===== src/rtl/pcm_frame_engine.sv =====
module pcm_frame_engine #(
  parameter int CNT_W     = 10,
  parameter int SMP_W     = 32,
  parameter int BCLK_HALF = 4
) (
  input  logic                      clk,
  input  logic                      rst_n,
  input  logic                      cfg_bclk_follow,
  input  logic                      cfg_fs_follow,
  input  logic                      cfg_bclk_inv,
  input  logic                      cfg_fs_inv,
  input  logic [CNT_W-1:0]          cfg_frame_len_m1,
  input  logic [CNT_W-1:0]          cfg_fs_len,
  input  logic [1:0]                cfg_rx_en,
  input  logic [1:0][CNT_W-1:0]     cfg_rx_pos,
  input  logic [1:0][3:0]           cfg_rx_wid,
  input  logic [1:0]                cfg_rx_wex,
  input  logic [1:0]                cfg_tx_en,
  input  logic [1:0][CNT_W-1:0]     cfg_tx_pos,
  input  logic [1:0][3:0]           cfg_tx_wid,
  input  logic [1:0]                cfg_tx_wex,
  input  logic                      bclk_i,
  input  logic                      fs_i,
  input  logic                      sdi,
  input  logic [SMP_W-1:0]          tx_smp0,
  input  logic [SMP_W-1:0]          tx_smp1,
  output logic                      bclk_o,
  output logic                      fs_o,
  output logic                      sdo,
  output logic [SMP_W-1:0]          rx_smp0,
  output logic [SMP_W-1:0]          rx_smp1,
  output logic [1:0]                rx_vld
);

  localparam int CW = CNT_W + 1;
  localparam int IW = $clog2(SMP_W);
  localparam int DW = $clog2(BCLK_HALF + 1);

  function automatic logic [CW-1:0] chan_w(input logic [3:0] w, input logic e);
    logic [CW-1:0] v;
    v = CW'(8) + CW'(w) + (e ? CW'(16) : CW'(0));
    return (v > CW'(SMP_W)) ? CW'(SMP_W) : v;
  endfunction

  logic [2:0] bsy;
  logic [1:0] fsy, dsy;
  always_ff @(posedge clk or negedge rst_n)
    if (!rst_n) begin
      bsy <= '0; fsy <= '0; dsy <= '0;
    end else begin
      bsy <= {bsy[1:0], bclk_i};
      fsy <= {fsy[0], fs_i};
      dsy <= {dsy[0], sdi};
    end

  logic sdi_s, fs_lvl;
  assign sdi_s  = dsy[1];
  assign fs_lvl = fsy[1] ^ cfg_fs_inv;

  logic [DW-1:0] div;
  logic bclk_int, tick;
  assign tick = (div == DW'(BCLK_HALF - 1));
  always_ff @(posedge clk or negedge rst_n)
    if (!rst_n) begin
      div <= '0; bclk_int <= 1'b0;
    end else if (tick) begin
      div <= '0; bclk_int <= ~bclk_int;
    end else begin
      div <= div + 1'b1;
    end

  logic rise, fall, drv_e, smp_e;
  assign rise  = cfg_bclk_follow ? (bsy[1] & ~bsy[2]) : (tick & ~bclk_int);
  assign fall  = cfg_bclk_follow ? (~bsy[1] & bsy[2]) : (tick & bclk_int);
  assign drv_e = cfg_bclk_inv ? rise : fall;
  assign smp_e = cfg_bclk_inv ? fall : rise;

  logic [CNT_W-1:0] cnt, nc, nxt;
  logic started, fs_cur, fs_old, fs_start;
  assign fs_start = fs_cur & ~fs_old;
  assign nc  = !started ? '0 : (cnt == cfg_frame_len_m1) ? '0 : cnt + 1'b1;
  assign nxt = (cfg_fs_follow && fs_start) ? CNT_W'(1) : nc;

  assign bclk_o = ~cfg_bclk_follow & bclk_int;
  assign fs_o   = ~cfg_fs_follow & ((started & (cnt < cfg_fs_len)) ^ cfg_fs_inv);

  for (genvar c = 0; c < 2; c++) begin : g_ch
    logic [SMP_W-1:0] tsrc, thold, rsh, rshv, rsmp;
    logic [CW-1:0]    tw, toff, rw, roff;
    logic [IW-1:0]    tidx;
    logic             tin, tbit, rin, vld;

    assign tsrc = (c == 0) ? tx_smp0 : tx_smp1;
    assign tw   = chan_w(cfg_tx_wid[c], cfg_tx_wex[c]);
    assign toff = {1'b0, nxt} - {1'b0, cfg_tx_pos[c]};
    assign tin  = cfg_tx_en[c] && (nxt >= cfg_tx_pos[c]) && (toff < tw);
    assign tidx = IW'(tw - toff - CW'(1));
    assign tbit = (toff == '0) ? tsrc[tidx] : thold[tidx];

    always_ff @(posedge clk or negedge rst_n)
      if (!rst_n) thold <= '0;
      else if (drv_e && tin && toff == '0) thold <= tsrc;

    assign rw   = chan_w(cfg_rx_wid[c], cfg_rx_wex[c]);
    assign roff = {1'b0, cnt} - {1'b0, cfg_rx_pos[c]};
    assign rin  = started && cfg_rx_en[c] && (cnt >= cfg_rx_pos[c]) && (roff < rw);
    assign rshv = (roff == '0) ? {{(SMP_W-1){1'b0}}, sdi_s} : {rsh[SMP_W-2:0], sdi_s};

    always_ff @(posedge clk or negedge rst_n)
      if (!rst_n) begin
        rsh <= '0; rsmp <= '0; vld <= 1'b0;
      end else begin
        vld <= 1'b0;
        if (smp_e && rin) begin
          rsh <= rshv;
          if (roff == rw - CW'(1)) begin
            rsmp <= rshv;
            vld  <= 1'b1;
          end
        end
      end
  end

  assign rx_smp0 = g_ch[0].rsmp;
  assign rx_smp1 = g_ch[1].rsmp;
  assign rx_vld  = {g_ch[1].vld, g_ch[0].vld};

  always_ff @(posedge clk or negedge rst_n)
    if (!rst_n) begin
      cnt <= '0; started <= 1'b0; fs_cur <= 1'b0; fs_old <= 1'b0; sdo <= 1'b0;
    end else begin
      if (smp_e) begin
        fs_cur <= fs_lvl;
        fs_old <= fs_cur;
      end
      if (drv_e) begin
        started <= 1'b1;
        cnt     <= nxt;
        sdo     <= g_ch[0].tin ? g_ch[0].tbit : (g_ch[1].tin ? g_ch[1].tbit : 1'b0);
      end
    end

  AST_CNT_HOLD: assert property (@(posedge clk) disable iff (!rst_n)
    !drv_e |=> $stable(cnt));
  AST_CNT_WRAP: assert property (@(posedge clk) disable iff (!rst_n)
    (drv_e && started && !cfg_fs_follow && cnt == cfg_frame_len_m1) |=> cnt == '0);
  AST_SDO_EDGE: assert property (@(posedge clk) disable iff (!rst_n)
    !drv_e |=> $stable(sdo));
  AST_VLD_PULSE: assert property (@(posedge clk) disable iff (!rst_n)
    (rx_vld != 2'b00) |=> (rx_vld == 2'b00));
  AST_BCLK_HALF: assert property (@(posedge clk) disable iff (!rst_n)
    (!cfg_bclk_follow && bclk_o != $past(bclk_o)) |=> $stable(bclk_o));

endmodule


===== config.mk =====
export PLATFORM = sky130hd
export DESIGN_NAME = pcm_frame_engine
export DESIGN_NICKNAME = d
export VERILOG_FILES = /design/src/rtl/pcm_frame_engine.sv
export SDC_FILE = /design/constraint.sdc
export NUM_CORES = 1
export LEC_CHECK = 0
export BUFFER_PORTS_ARGS = -buffer_cell sky130_fd_sc_hd__buf_4
export CORE_ASPECT_RATIO = 0.6
export CORE_MARGIN = 8
export CORE_UTILIZATION = 55
export CTS_BUF_LIST = sky130_fd_sc_hd__clkbuf_4 sky130_fd_sc_hd__clkbuf_8
export CTS_CLUSTER_DIAMETER = 120
export DETAILED_ROUTE_END_ITERATION = 8
export PLACE_DENSITY = 0.78
export SLEW_MARGIN = 20
export SYNTH_ARGS = -nofsm -noshare
export SYNTH_HDL_FRONTEND = slang
export SYNTH_SLANG_ARGS = --single-unit
export TNS_END_PERCENT = 30

===== constraint.sdc =====
create_clock -name clk -period 8.8 [get_ports clk]
set_input_delay 1.76 -clock clk [delete_from_list [all_inputs] [get_ports clk]]
set_output_delay 1.76 -clock clk [all_outputs]
set_load 0.02 [all_outputs]

# ---- After elaboration in Yosys (flattened, before gate mapping)
# Index checks and enable logic that the tools add are counted.
# W data, S select, Z words.
dict set report word_totals {
  inputBits 157
  register_bits 217
  out_inout_bits 69
  elab_cells 130
}
dict set report op_classes {
  n_eq_ne 4
  addsub 20
  mux 34
  n_lt_le_gt_ge 15
  bitwise_logic 16
  n_reduce_logical 23
}
# cell n
set op_table {}
lappend op_table {{$mux W32} 2}
lappend op_table {{$logic_not A11 Y1} 4}
lappend op_table {{$lt A11 B6 Y1} 4}
lappend op_table {{$sub A10 B10 Y11} 4}
lappend op_table {{$ge A10 B10 Y1} 4}
lappend op_table {{$mux W10} 3}
lappend op_table {{$add A5 B5 Y6} 4}
lappend op_table {{$gt A6 B6 Y1 const B} 4}
lappend op_table {{$mux W6} 4}
lappend op_table {{$eq A11 B11 Y1} 2}
lappend op_table {{$add A4 B4 Y5 const A} 4}
lappend op_table {{$bmux W1 S5} 4}
lappend op_table {{$mux W5} 4}
lappend op_table {{$logic_and A1 B1 Y1} 17}
lappend op_table {{$mux W1} 16}
lappend op_table {{$sub A6 B1 Y7 const B} 2}
lappend op_table {{$lt A5 B6 Y1 const B} 2}
lappend op_table {{$add A10 B1 Y10 const B} 1}
lappend op_table {{$eq A10 B10 Y1} 1}
lappend op_table {{$lt A10 B10 Y1} 1}
lappend op_table {{$sub A5 B1 Y5 const B} 2}
lappend op_table {{$sub A5 B5 Y5} 2}
lappend op_table {{$and A1 B1 Y1} 8}
lappend op_table {{$not A1 Y1} 6}
lappend op_table {{other kinds (5)} 7}

# ---- Longest topological paths before layout
# Gate-level depths: netlist (run 1).
dict set report logic_depth {
  ltp_word 12
  depth_mapped 21
  mapped_depth_nobuf 19
}

# ---- Worst setup path after synthesis (run 1)
# Ideal clock, no wire load.
dict set report synth_timing {
  kind {in2reg}
  start {input port cfg_frame_len_m1[2]}
  end {register sdo}
  path_stages 17
  path_buffers 3
  slack_ns 2.780
  setup_ns 0.138
  arrival_ns 5.882
  t_required_ns 8.662
  path_cell_list {xnor2_1 nand4_1 o41ai_1 nand2b_1 clkbuf_1 nor2_1 fa_1 inv_1 fa_1 buf_1 clkbuf_1 mux4_2 mux4_2 nand2_1 nor2_1 o311ai_1 o211ai_1}
}
dict set report synth_via {
  elab_chain_cells 12
  word_cells_on_any_way 32
  classes_between {add/sub (6); order compare (4); eq/ne (1); mux (15); reduce/logical (6)}
}
# element line_no
set synth_rtl {}
lappend synth_rtl {{start, declared} 12} ;# input logic [CNT_W-1:0] cfg_frame_len_m1,
lappend synth_rtl {{$eq A10 B10 Y1 *} 81} ;# assign nc = !started ? '0 : (cnt == cfg_frame_len_m1) ? '0 : cnt + 1'b1;
lappend synth_rtl {{$mux W10 * (2 in a row)} 81}
lappend synth_rtl {{$mux W10 *} 82} ;# assign nxt = (cfg_fs_follow && fs_start) ? CNT_W'(1) : nc;
lappend synth_rtl {{net nxt[1]} 78} ;# logic [CNT_W-1:0] cnt, nc, nxt;
lappend synth_rtl {{$sub A10 B10 Y11} 95} ;# assign toff = {1'b0, nxt} - {1'b0, cfg_tx_pos[c]};
lappend synth_rtl {{$sub A5 B5 Y5} 97} ;# assign tidx = IW'(tw - toff - CW'(1));
lappend synth_rtl {{$sub A5 B1 Y5} 97}
lappend synth_rtl {{$bmux W1 S5} 98} ;# assign tbit = (toff == '0) ? tsrc[tidx] : thold[tidx];
lappend synth_rtl {{$mux W1 (implied by the code)} 98}
lappend synth_rtl {{$mux W1} 98}
lappend synth_rtl {{$mux W1} 139} ;# sdo <= g_ch[0].tin ? g_ch[0].tbit : (g_ch[1].tin ? g_ch[1].tbit : 1'b0);
lappend synth_rtl {{$mux W1 *} 139}
lappend synth_rtl {{end signal, assigned} 139}
lappend synth_rtl {{end, declared} 29} ;# output logic sdo,
# The timed path passes the listed nets; every way through them passes the cells marked *. The select of a mux whose other input is x is not followed.
# A chain may end at the register's enable or synchronous reset.

# ---- Worst setup path in the final report (run 1)
dict set report layout_timing {
  start {input port cfg_frame_len_m1[3]}
  end {register sdo}
}
# The elaborated chain is that of the path after synthesis.

==> results of run 1 <==
power groups by stage:
stage | clock (W) | combinational (W) | sequential (W)
5_1_grt | 0.000989 | 0.00192 | 0.00105
2_1_floorplan | 0 | 0.00134 | 0.00105
6_report | 0.000925 | 0.00174 | 0.00105
4_1_cts | 0.000947 | 0.00174 | 0.00105
3_3_place_gp | 0 | 0.00167 | 0.00107
3_5_place_dp | 0 | 0.00172 | 0.00107
sequential cells by signal, indices dropped and copies added, names as in the netlist, 2 cells and up:
signal / count
bsy: 3
cnt: 10
div: 3
dsy: 2
fsy: 2
g_ch.rsh: 62
g_ch.thold: 64
g_ch.vld: 2
rx_smp0: 32
rx_smp1: 32
path summary, 6_finish.rpt:
check / startpoint / end
worst max-delay path: cfg_frame_len_m1[3] / sdo
min in group asynchronous: rst_n / g_ch[0].thold[31]
max in group asynchronous: rst_n / g_ch[1].rsh[13]
worst min-delay path: bsy[0] / bsy[1]
worst min register to register: bsy[0] / bsy[1]
worst max register to register: cnt[1] / sdo
stage by stage:
stage | hold WS (ns) | setup WS (ns)
detailed placement | 0.345 | 2.21
floorplan | 0.331 | 2.78
global placement | 0.333 | 2.26
finish | 0.355 | 2.70
CTS | 0.359 | 2.76
global route | 0.363 | 2.41
layout make-up:
| cell class | instances | area [sq um] |
|---|---|---|
| diodes | 1 | 2.50 |
| multi-input cells | 815 | 6930 |
| repair buffers | 232 | 1750 |
| fillers | 1871 | 8080 |
| well taps | 322 | 403 |
| inverters | 148 | 556 |
| clock inverters | 6 | 63.8 |
| clock buffers | 54 | 674 |
| flip-flops and latches | 217 | 5430 |
Yosys cell counts (all sizes together) (3+ instances only):
master	number	area share [%]
dfrtp	217	41
inv	148	4.2
ha	93	8.8
nand2	86	2.4
mux2	85	7.3
o21ai	82	3.1
xnor2	45	3.0
nor2	44	1.4
mux4	40	6.8
nand4	39	1.8
a21oi	32	1.2
clkbuf	32	0.91
mux2i	32	2.4
a22o	31	2.1
buf	23	1.4
nand2b	19	0.90
nor2b	19	0.90
xor2	17	1.1
a21o	16	0.91
nand3	15	0.57
o21a	15	0.85
nor3	10	0.38
and2	7	0.35
fa	6	0.91
or2	6	0.28
or4	6	0.34
and3	5	0.24
nor3b	5	0.28
o2111ai	5	0.33
a211o	4	0.27
a211oi	4	0.27
nand3b	4	0.32
o211ai	4	0.23
a31oi	3	0.14
nand4b	3	0.20
nor4	3	0.14
o311ai	3	0.20
o31ai	3	0.17
or3	3	0.14
worst reg2reg max path, cell delays in order, from the launching register on:
cell                       delay [ns]
sky130_fd_sc_hd__dfrtp_1         0.69
sky130_fd_sc_hd__xnor2_1         0.20
sky130_fd_sc_hd__nand4_1         0.18
sky130_fd_sc_hd__o41ai_1         0.42
sky130_fd_sc_hd__nand2b_1        0.33
sky130_fd_sc_hd__nor2_1          0.20
sky130_fd_sc_hd__fa_1            0.60
sky130_fd_sc_hd__inv_1           0.10
sky130_fd_sc_hd__fa_1            1.06
sky130_fd_sc_hd__mux4_2          0.43
sky130_fd_sc_hd__mux4_2          0.47
sky130_fd_sc_hd__and3_1          0.19
sky130_fd_sc_hd__o311ai_1        0.36
sky130_fd_sc_hd__o211ai_1        0.14
metal layers:
layer,share of wire [%],routed length [um],global-route usage [%]
met1,48,15900,31.7
met2,45,15100,35.4
met3,5.4,1820,5.38
met4,1.5,506,5.43
met5,0,0,0
cell families (layout without fill, tap and decap cells):
family | after synthesis | after routing | synth area share (%)
compound gates | 220 | 220 | 11.1
xor+xnor | 62 | 62 | 4.11
fa+ha+maj | 99 | 99 | 9.71
buf+inv | 203 | 440 | 6.49
flops | 217 | 217 | 41.1
mux | 157 | 157 | 16.5
other cells | 0 | 1 | 0
simple gates | 277 | 277 | 11.0
cell usage in the layout (no fill, tap or decap), types with 11 or more instances in the layout:
master	synthesis	layout
sky130_fd_sc_hd__a21o_1	16	16
sky130_fd_sc_hd__a21oi_1	32	32
sky130_fd_sc_hd__a22o_1	31	31
sky130_fd_sc_hd__buf_4	3	231
sky130_fd_sc_hd__clkbuf_4	0	11
sky130_fd_sc_hd__clkbuf_8	0	43
sky130_fd_sc_hd__dfrtp_1	217	217
sky130_fd_sc_hd__ha_1	93	93
sky130_fd_sc_hd__inv_1	148	148
sky130_fd_sc_hd__mux2_1	36	36
sky130_fd_sc_hd__mux2_2	47	47
sky130_fd_sc_hd__mux2i_1	32	32
sky130_fd_sc_hd__mux4_2	40	40
sky130_fd_sc_hd__nand2_1	86	86
sky130_fd_sc_hd__nand2b_1	19	19
sky130_fd_sc_hd__nand3_1	15	15
sky130_fd_sc_hd__nand4_1	39	39
sky130_fd_sc_hd__nor2_1	43	42
sky130_fd_sc_hd__nor2b_1	19	19
sky130_fd_sc_hd__o21a_1	15	15
sky130_fd_sc_hd__o21ai_0	65	65
sky130_fd_sc_hd__o21ai_1	17	17
sky130_fd_sc_hd__xnor2_1	45	45
sky130_fd_sc_hd__xor2_1	17	17
==> implementation parameters, run 1 <==
Parameter                              Value

Power
  Int Power    roughly 0.0024 W
  Switching Share    36.6%
  Portion of total power attributed to combinational logic    46.9%
  Clock power frac    about a quarter
  Power per standard cell area    235 nW/um^2
  Maximum VDD drop    0.000146 V
  Power dissipated by switching net loads    approximately 0.0014 W
  Static leakage    7.92 nW
  Power after layout    0.00372 W
  Part of the power in registers    28.3%

Global routing
  Residual overflow from global routing    0
  Initial antenna violation count    1
  Wire length of the first global-routing pass    54200 um
  Gr usage total    22.6%
  Pin count of the biggest net entering global routing    a little over 100
  Vias in the first global route    10400

Routing
  Number of vias after detailed routing    9892
  Number of iterations in the first detailed-routing pass    4
  Number of remaining DRC errors    0
  Vias per std cell    approximately 5.5
  Count of antenna-violating nets left after detailed routing    0
  Number of design-rule violations left by the first detailed-router iteration    695
  Aggregate routed wire length    33400 um
  Wire length per cell    about 19 um

Worst setup path
  CP Class    input pin to register
  R2R setup slack    ~3.3 ns
  Kind of cell adding the most delay to the critical path    adder cells
  Worst r2r path cells    13
  Worst path max stage delay    1.06 ns
  Worst EP arrival    6.50 ns
  Critical Path, Cell by Cell    buf_4, xnor2_1, nand4_1, o41ai_1, nand2b_1, nor2_1, fa_1, inv_1, fa_1, mux4_2, mux4_2, and3_1, o311ai_1, o211ai_1
  Req. time, crit path    9.20 ns
  Startpoint types    input pin
  Buffer and inverter count on the worst path    2
  Number of stages on the worst setup path    14
  Largest fanout on the critical path    16
  Crit. End Element    register
  Critical path's slowest cell    sky130_fd_sc_hd__fa_1

Floorplanning
  I/O pin count    around 230
  Die Span X    216 um
  Core outline area    ~24000 sq um
  Total Die Area    29400 sq um
  Die H    about 140 um
  Starting utilization of the core area    55.3%
  Number of core rows    44

Synth
  Post-synthesis register bit count    217
  Count of synthesis-stage warnings from yosys    0
  Synthesized instance count    between 1000 and 1500
  Post-synth EDFFs    0
  Post-synth top flop    sky130_fd_sc_hd__dfrtp_1
  Post-synth cell types    70
  Synthesized cell area    13200 sq um
  Seq/Total Area, Yosys    41.1%
  Number of nets in the synthesized netlist    1491
  Async set-reset flop share out of synthesis    100%
  Avg Inst Size Synth    10.7 sq um

Clock tree
  Maximum level of the CTS H-tree    2
  Number of clock sinks    217
  Number of buffers added for setup after CTS    0
  Count of instances resized after the clock tree is built    0
  Hold bufs inserted after CTS    0
  CTS clk-pin slew, worst paths    0.06 ns
  CTS Root Buffer Type    sky130_fd_sc_hd__clkbuf_8
  Inserted Clock Buffers    35
  Number of buffers between clock root and the deepest sink    3
  TritonCTS clock tree    done
  Insertion delay to the later sink of the worst-skew pair    0.53 ns

Timing
  Maximum clock skew at final layout    0.0217 ns
  Crit share post-route    69.3%
  Worst Tran Pin Value    1.09 ns
  Setup total negative slack    0 ns
  Max-slew violation count    0
  Post-route minimum period    between 6 and 7 ns
  Highest attainable clock frequency    ~0.16 GHz
  Rel. slew slack    between 20% and 30%
  Final hold viol count    0
  Final setup violation count    0
  Unrepaired setup endpoints after global routing    false

Layout
  # nets final    1705
  P&R area growth vs syn    19.6%
  Final cell utilization of the core    66.2%
  Fraction of final layout cells sized beyond drive strength 1    27.0%
  Post-route non-filler standard cell count    1795
  Area of all placed cells without fillers    15800 sq um

Place
  Final RePlAce weighted congestion    0.869
  Detailed placement HPWL    25500 um
  Number of cells after detailed placement    about 1700
  Number of port buffers    225
  Placed cell area    15100 sq um

Min path
  Hold Path Class    register to register
  Number of cells traversed by the worst hold path    0

Run status
  Run status    complete, no violations

Flow run
  Total of max-cap violations    0
Power figures use the tool's default switching activity.
==> inputs of run 2 (changes only) <==
- clock period: 8.8 -> 5.8 ns (I/O delays scaled with it)
==> implementation parameters, run 2 (synthesized netlist as in run 1, its figures left out) <==
Parameter                              Value

Timing
  Rel. slew slack    29.9% (+2.4 points)
  Crit share post-route    92.4%
  Max-slew violation count    0 (unchanged)
  Maximum clock skew at final layout    0.0220 ns (+0.000287 ns)
  Highest attainable clock frequency    0.187 GHz
  Final setup violation count    0 (unchanged)
  Final hold viol count    0 (unchanged)
  Worst Tran Pin Value    1.05 ns (-0.0367 ns)
  Post-route minimum period    5.36 ns
  Least setup slack across all paths after layout    0.443 ns (-2.26 ns)
  Unrepaired setup endpoints after global routing    false

Clock tree
  Number of buffers between clock root and the deepest sink    3 (unchanged)
  Hold bufs inserted after CTS    0 (unchanged)
  TritonCTS clock tree    done
  Insertion delay to the later sink of the worst-skew pair    0.55 ns (+0.02 ns)
  Count of instances resized after the clock tree is built    0 (unchanged)
  Inserted Clock Buffers    35 (unchanged)
  Number of buffers added for setup after CTS    0 (unchanged)
  Maximum level of the CTS H-tree    2 (unchanged)
  CTS clk-pin slew, worst paths    0.06 ns (about the same)
  Number of clock sinks    217 (unchanged)
  CTS Root Buffer Type    sky130_fd_sc_hd__clkbuf_8

Layout
  Largest regs    g_ch.thold: 64 flops, g_ch.rsh: 62 flops
  Number of flip-flops under the largest register name    64 (unchanged)
  Fraction of final layout cells sized beyond drive strength 1    27.5% (+0.49 points)
  # nets final    1717 (+0.70%)
  Register bank with the most flops    g_ch.thold
  Most common cell after layout, fill and taps aside    sky130_fd_sc_hd__buf_4
  Count of fill cells added during filler insertion    1910 (+2.1%)
  Final cell utilization of the core    66.4% (+0.27 points)
  Area of all placed cells without fillers    15900 sq um (+0.41%)
  P&R area growth vs syn    20.1%
  Most used cells in the layout excluding fill and tap cells    241 x sky130_fd_sc_hd__buf_4, 217 x sky130_fd_sc_hd__dfrtp_1, 148 x sky130_fd_sc_hd__inv_1, 93 x sky130_fd_sc_hd__ha_1, 86 x sky130_fd_sc_hd__nand2_1

Power
  Power after layout    0.00567 W (+52%)
  Static leakage    7.97 nW (+0.61%)
  Maximum VDD drop    0.000217 V (+48%)
  Power per standard cell area    357 nW/um^2 (+52%)

Place
  Worst slack, placed    -0.0434 ns (-2.25 ns)
  Placed cell area    15200 sq um (+0.76%)
  Detailed placement HPWL    24900 um (-2.2%)
  Number of port buffers    225 (unchanged)
  Final RePlAce weighted congestion    0.862 (-0.87%)

Min path
  Worst min-delay path startpoint    dsy[0]
  Worst hold endpoint    dsy[1]
  Number of cells traversed by the worst hold path    0 (unchanged)
  Hold Path Class    register to register

Worst setup path
  Worst EP arrival    5.78 ns (-0.72 ns)
  Crit. End Element    register
  Buffer and inverter count on the worst path    3 (+1)
  Worst r2r path cells    18 (+5)
  R2R setup slack    0.49 ns (-2.83 ns)
  Req. time, crit path    6.22 ns (-2.98 ns)
  Startpoint types    input pin
  CP Class    input pin to register
  Critical Path, Cell by Cell    buf_4, xnor2_1, nand4_1, o41ai_1, nand2b_1, nor2_1, fa_1, xnor2_1, inv_1, ha_1, o21a_1, o21a_1, o21a_1, o21ai_0, nand4b_1, or3_1, nor2_2, buf_12, mux2_2
  Largest fanout on the critical path    32 (+16)
  Worst reg2reg path startpoint    cnt[2]
  Critical path's slowest cell    sky130_fd_sc_hd__o41ai_1
  Worst path max stage delay    0.48 ns (-0.58 ns)
  Kind of cell adding the most delay to the critical path    simple AND/OR/NAND/NOR gates
  Most repeated library cell on the critical path    sky130_fd_sc_hd__o21a_1
  Worst R2R End    g_ch[1].thold[12]

Routing
  Number of design-rule violations left by the first detailed-router iteration    615 (-12%)
  Number of vias after detailed routing    9975 (+0.84%)
  Aggregate routed wire length    32900 um (-1.3%)
  Number of remaining DRC errors    0 (unchanged)
  Number of iterations in the first detailed-routing pass    5 (+1)
  Wire length per cell    18.2 um (-1.8%)
  Count of antenna-violating nets left after detailed routing    0 (unchanged)
  Vias per std cell    5.53 (+0.28%)

Global routing
  Vias in the first global route    10400 (-0.53%)
  Initial antenna violation count    1 (unchanged)
  Residual overflow from global routing    0 (unchanged)
  Gr usage total    22.3% (-0.30 points)
  Wire length of the first global-routing pass    53400 um (-1.4%)
  Pin count of the biggest net entering global routing    131 (+28%)

Floorplanning
  Core outline area    23900 sq um (unchanged)
  Die H    136 um (unchanged)
  I/O pin count    226 (unchanged)
  Die Span X    216 um (unchanged)
  Total Die Area    29400 sq um (unchanged)
  Starting utilization of the core area    55.3% (unchanged)
  Number of core rows    44 (unchanged)

Flow run
  Total of max-cap violations    0 (unchanged)

Run status
  Run status    complete, no violations
[run 2: cell types whose count changed in the layout (fill, tap and decap cells not counted)]
cell | before | now
sky130_fd_sc_hd__buf_4 | 231 | 241
sky130_fd_sc_hd__clkbuf_4 | 11 | 10
sky130_fd_sc_hd__clkbuf_8 | 43 | 39
sky130_fd_sc_hd__clkinvlp_4 | 2 | 1
sky130_fd_sc_hd__clkinv_2 | 2 | 6
sky130_fd_sc_hd__buf_12 | 0 | 2
[run 2: final cells by class]
cell class	count	area (sq um)	share of cell area (%)
Clock buffer	49	612	3.85
Inverter	148	556	3.50
Antenna cell	1	2.50	0.0158
Tap cell	322	403	2.54
Sequential cell	217	5430	34.2
Multi-Input combinational cell	815	6930	43.7
Clock inverter	9	76.3	0.481
Timing Repair Buffer	244	1860	11.7
[run 2: per-stage QoR]
step                      hold WS [ns]  TNS [ns]  instances
final                            0.349         0       1805
after global routing             0.355         0       1805
after CTS                        0.350         0       1804
after detailed placement         0.337    -0.990       1746
after global placement           0.331         0       1746
after floorplan                  0.331         0       1235
[run 2: report_power, final]
group	internal (W)	leakage [nW]	switching (W)
clock network	0.000726	0.369	0.000619
registers	0.00153	2.67	0.0000489
logic	0.00133	4.92	0.00141
total	0.00359	7.97	0.00208
[run 2: worst max path at each step]
stage	startpoint	to	slack, ns	cells past startpoint
after floorplan	cfg_frame_len_m1[2]	sdo	0.38	17
after global placement	cfg_frame_len_m1[2]	g_ch[1].thold[23]	0.20	19
after detailed placement	cfg_frame_len_m1[2]	g_ch[1].thold[3]	-0.04	19
after CTS	cnt[2]	g_ch[1].thold[12]	0.49	18
after global routing	cfg_frame_len_m1[1]	g_ch[1].thold[28]	0.15	19
final	cfg_frame_len_m1[2]	g_ch[1].thold[12]	0.44	19
[run 2: per-layer routing]
| layer | track usage (%) | part of all wire (%) |
|---|---|---|
| met1 | 30.7 | 46 |
| met2 | 34.9 | 46 |
| met3 | 5.62 | 5.6 |
| met4 | 6.25 | 2.1 |
| met5 | 0 | 0 |
==> inputs of run 3 (changes only) <==
- clock period: 5.8 -> 6.3 ns (I/O delays scaled with it)
==> implementation parameters, run 3 (synthesized netlist as in run 1, its figures left out) <==
Parameter                              Value

Floorplanning
  Starting utilization of the core area    55.3% (unchanged)
  Number of core rows    44 (unchanged)
  Core outline area    23900 sq um (unchanged)
  Total Die Area    29400 sq um (unchanged)
  Die Span X    216 um (unchanged)
  I/O pin count    226 (unchanged)
  Die H    136 um (unchanged)

Timing
  Unrepaired setup endpoints after global routing    false
  Crit share post-route    85.2%
  Highest attainable clock frequency    approximately 0.19 GHz
  Rel. slew slack    26.8% (-3.1 points)
  Post-route minimum period    5.37 ns
  Max-slew violation count    0 (unchanged)
  Least setup slack across all paths after layout    0.935 ns (+0.492 ns)
  Final setup violation count    0 (unchanged)
  Worst Tran Pin Value    1.10 ns (+0.0471 ns)
  Final hold viol count    0 (unchanged)
  Setup total negative slack    0 ns (unchanged)
  Maximum clock skew at final layout    0.0332 ns (+0.0112 ns)

Power
  Power dissipated by switching net loads    0.00189 W (-9.0%)
  Part of the power in registers    27.5% (-0.4 points)
  Portion of total power attributed to combinational logic    47.8% (-0.6 points)
  Switching Share    35.9% (-0.73 points)
  Power per standard cell area    331 nW/um^2 (-7.4%)
  Clock power frac    24.7% (+1.0 points)
  Static leakage    7.98 nW (+0.18%)
  Maximum VDD drop    0.000220 V (+1.4%)
  Int Power    0.00337 W (-6.1%)

Global routing
  Initial antenna violation count    1 (unchanged)
  Vias in the first global route    10200 (-1.0%)
  Wire length of the first global-routing pass    53500 um (+0.25%)
  Residual overflow from global routing    0 (unchanged)
  Pin count of the biggest net entering global routing    144 (+9.9%)
  Gr usage total    22.3% (-0.043 points)

Layout
  P&R area growth vs syn    20.4%
  Register bank with the most flops    g_ch.thold
  Count of fill cells added during filler insertion    1868 (-2.2%)
  # nets final    1715 (-0.12%)
  Most used cells in the layout excluding fill and tap cells    239 x sky130_fd_sc_hd__buf_4, 217 x sky130_fd_sc_hd__dfrtp_1, 148 x sky130_fd_sc_hd__inv_1, 93 x sky130_fd_sc_hd__ha_1, 86 x sky130_fd_sc_hd__nand2_1
  Number of flip-flops under the largest register name    64 (unchanged)
  Most common cell after layout, fill and taps aside    sky130_fd_sc_hd__buf_4
  Largest regs    g_ch.thold: 64 flops, g_ch.rsh: 62 flops
  Fraction of final layout cells sized beyond drive strength 1    27.5% (unchanged)

Run status
  Run status    complete, no violations

Worst setup path
  Startpoint of the most critical setup path    cfg_frame_len_m1[1]
  Worst reg2reg path startpoint    cnt[4]
  Req. time, crit path    6.68 ns (+0.46 ns)
  Startpoint types    input pin
  R2R setup slack    1.13 ns (+0.64 ns)
  Worst r2r path cells    15 (-3)
  Worst R2R End    sdo
  Worst EP arrival    5.74 ns (-0.04 ns)
  CP Class    input pin to register
  Largest fanout on the critical path    9 (-72%)
  Crit. End Element    register

Min path
  Hold Path Class    register to register
  Number of cells traversed by the worst hold path    0 (unchanged)
  Worst hold endpoint    dsy[1]
  Worst min-delay path startpoint    dsy[0]

Clock tree
  Maximum level of the CTS H-tree    2 (unchanged)
  TritonCTS clock tree    done
  Hold bufs inserted after CTS    0 (unchanged)
  CTS clk-pin slew, worst paths    0.06 ns (about the same)
  Count of instances resized after the clock tree is built    0 (unchanged)
  Number of buffers between clock root and the deepest sink    3 (unchanged)
  CTS Root Buffer Type    sky130_fd_sc_hd__clkbuf_8
  Number of buffers added for setup after CTS    0 (unchanged)
  Inserted Clock Buffers    35 (unchanged)
  Insertion delay to the later sink of the worst-skew pair    0.52 ns (-0.03 ns)
  Number of clock sinks    217 (unchanged)

Routing
  Wire length per cell    18.4 um (+0.60%)
  Number of iterations in the first detailed-routing pass    5 (unchanged)
  Vias per std cell    5.58 (+1.0%)
  Number of remaining DRC errors    0 (unchanged)
  Aggregate routed wire length    33100 um (+0.60%)
  Number of design-rule violations left by the first detailed-router iteration    644 (+4.7%)
  Number of vias after detailed routing    10100 (+1.0%)
  Count of antenna-violating nets left after detailed routing    0 (unchanged)

Place
  Worst slack, placed    0.404 ns (+0.447 ns)
  Final RePlAce weighted congestion    0.859 (-0.35%)
  Number of port buffers    225 (unchanged)
  Detailed placement HPWL    25200 um (+0.84%)

Flow run
  Total of max-cap violations    0 (unchanged)
## run 3: cell count changes in the layout (fill, tap and decap cells not counted), sizes merged
cell	delta
buf	-2
bufinv	+1
clkbuf	+6
clkinv	-4
inv	-1
## run 3: how the worst max path moves through the flow
stage	endpoint	slack, ns	depth (start not counted)
2_1_floorplan	sdo	0.78	17
3_3_place_gp	sdo	0.50	16
3_5_place_dp	sdo	0.40	16
4_1_cts	sdo	0.96	16
5_1_grt	g_ch[1].thold[0]	0.62	19
6_report	sdo	0.93	16
## run 3: worst max-delay path, cell delays in order
cell and delay (ns):
sky130_fd_sc_hd__buf_4 0.11, sky130_fd_sc_hd__xnor2_1 0.13, sky130_fd_sc_hd__nand4_1 0.20, sky130_fd_sc_hd__o41ai_1 0.42
sky130_fd_sc_hd__nand2b_1 0.33, sky130_fd_sc_hd__nor2_1 0.19, sky130_fd_sc_hd__fa_1 0.61, sky130_fd_sc_hd__inv_1 0.12
sky130_fd_sc_hd__fa_1 0.80, sky130_fd_sc_hd__buf_4 0.26, sky130_fd_sc_hd__mux4_2 0.32, sky130_fd_sc_hd__mux4_2 0.47
sky130_fd_sc_hd__nand2_1 0.08, sky130_fd_sc_hd__mux2_2 0.14, sky130_fd_sc_hd__a211o_1 0.19, sky130_fd_sc_hd__o211ai_1 0.11
## run 3: final cells by class
type / count / area, sq um / share of cell area, %
inverters: 148 / 556 / 3.49
flip-flops and latches: 217 / 5430 / 34.1
clock buffers: 55 / 663 / 4.17
clock inverters: 5 / 77.6 / 0.487
repair buffers: 242 / 1850 / 11.6
diodes: 1 / 2.50 / 0.0157
well taps: 322 / 403 / 2.53
multi-input cells: 815 / 6930 / 43.6
## run 3: layer usage
metal	vias up	share of wire (%)	routed length (um)	track usage, %
met4	0	2.2	720	6.21
met1	4944	47	15600	31.8
met3	55	5.5	1820	4.82
li1	4808	-	-	-
met2	269	45	15000	34.0
met5	-	0	0	0
## run 3: metrics by stage
| step | instances | utilization, % | power, W | hold slack (ns) | instance area, sq um |
|---|---|---|---|---|---|
| global placement | 1744 | 63.5 | 0.00392 | 0.332 | 15200 |
| finish | 1805 | 66.6 | 0.00527 | 0.348 | 15900 |
| detailed placement | 1744 | 63.5 | 0.00397 | 0.335 | 15200 |
| global route | 1805 | 66.6 | 0.00563 | 0.362 | 15900 |
| floorplan | 1235 | - | 0.00334 | 0.331 | 13200 |
| CTS | 1804 | 66.6 | 0.00530 | 0.349 | 15900 |
## run 3: power by group through the flow
stage	combinational (W)	clock [W]	sequential (W)
CTS	0.00252	0.00134	0.00145
detailed placement	0.00250	0	0.00147
global route	0.00279	0.00139	0.00145
global placement	0.00244	0	0.00147
floorplan	0.00187	0	0.00147
finish	0.00252	0.00130	0.00145
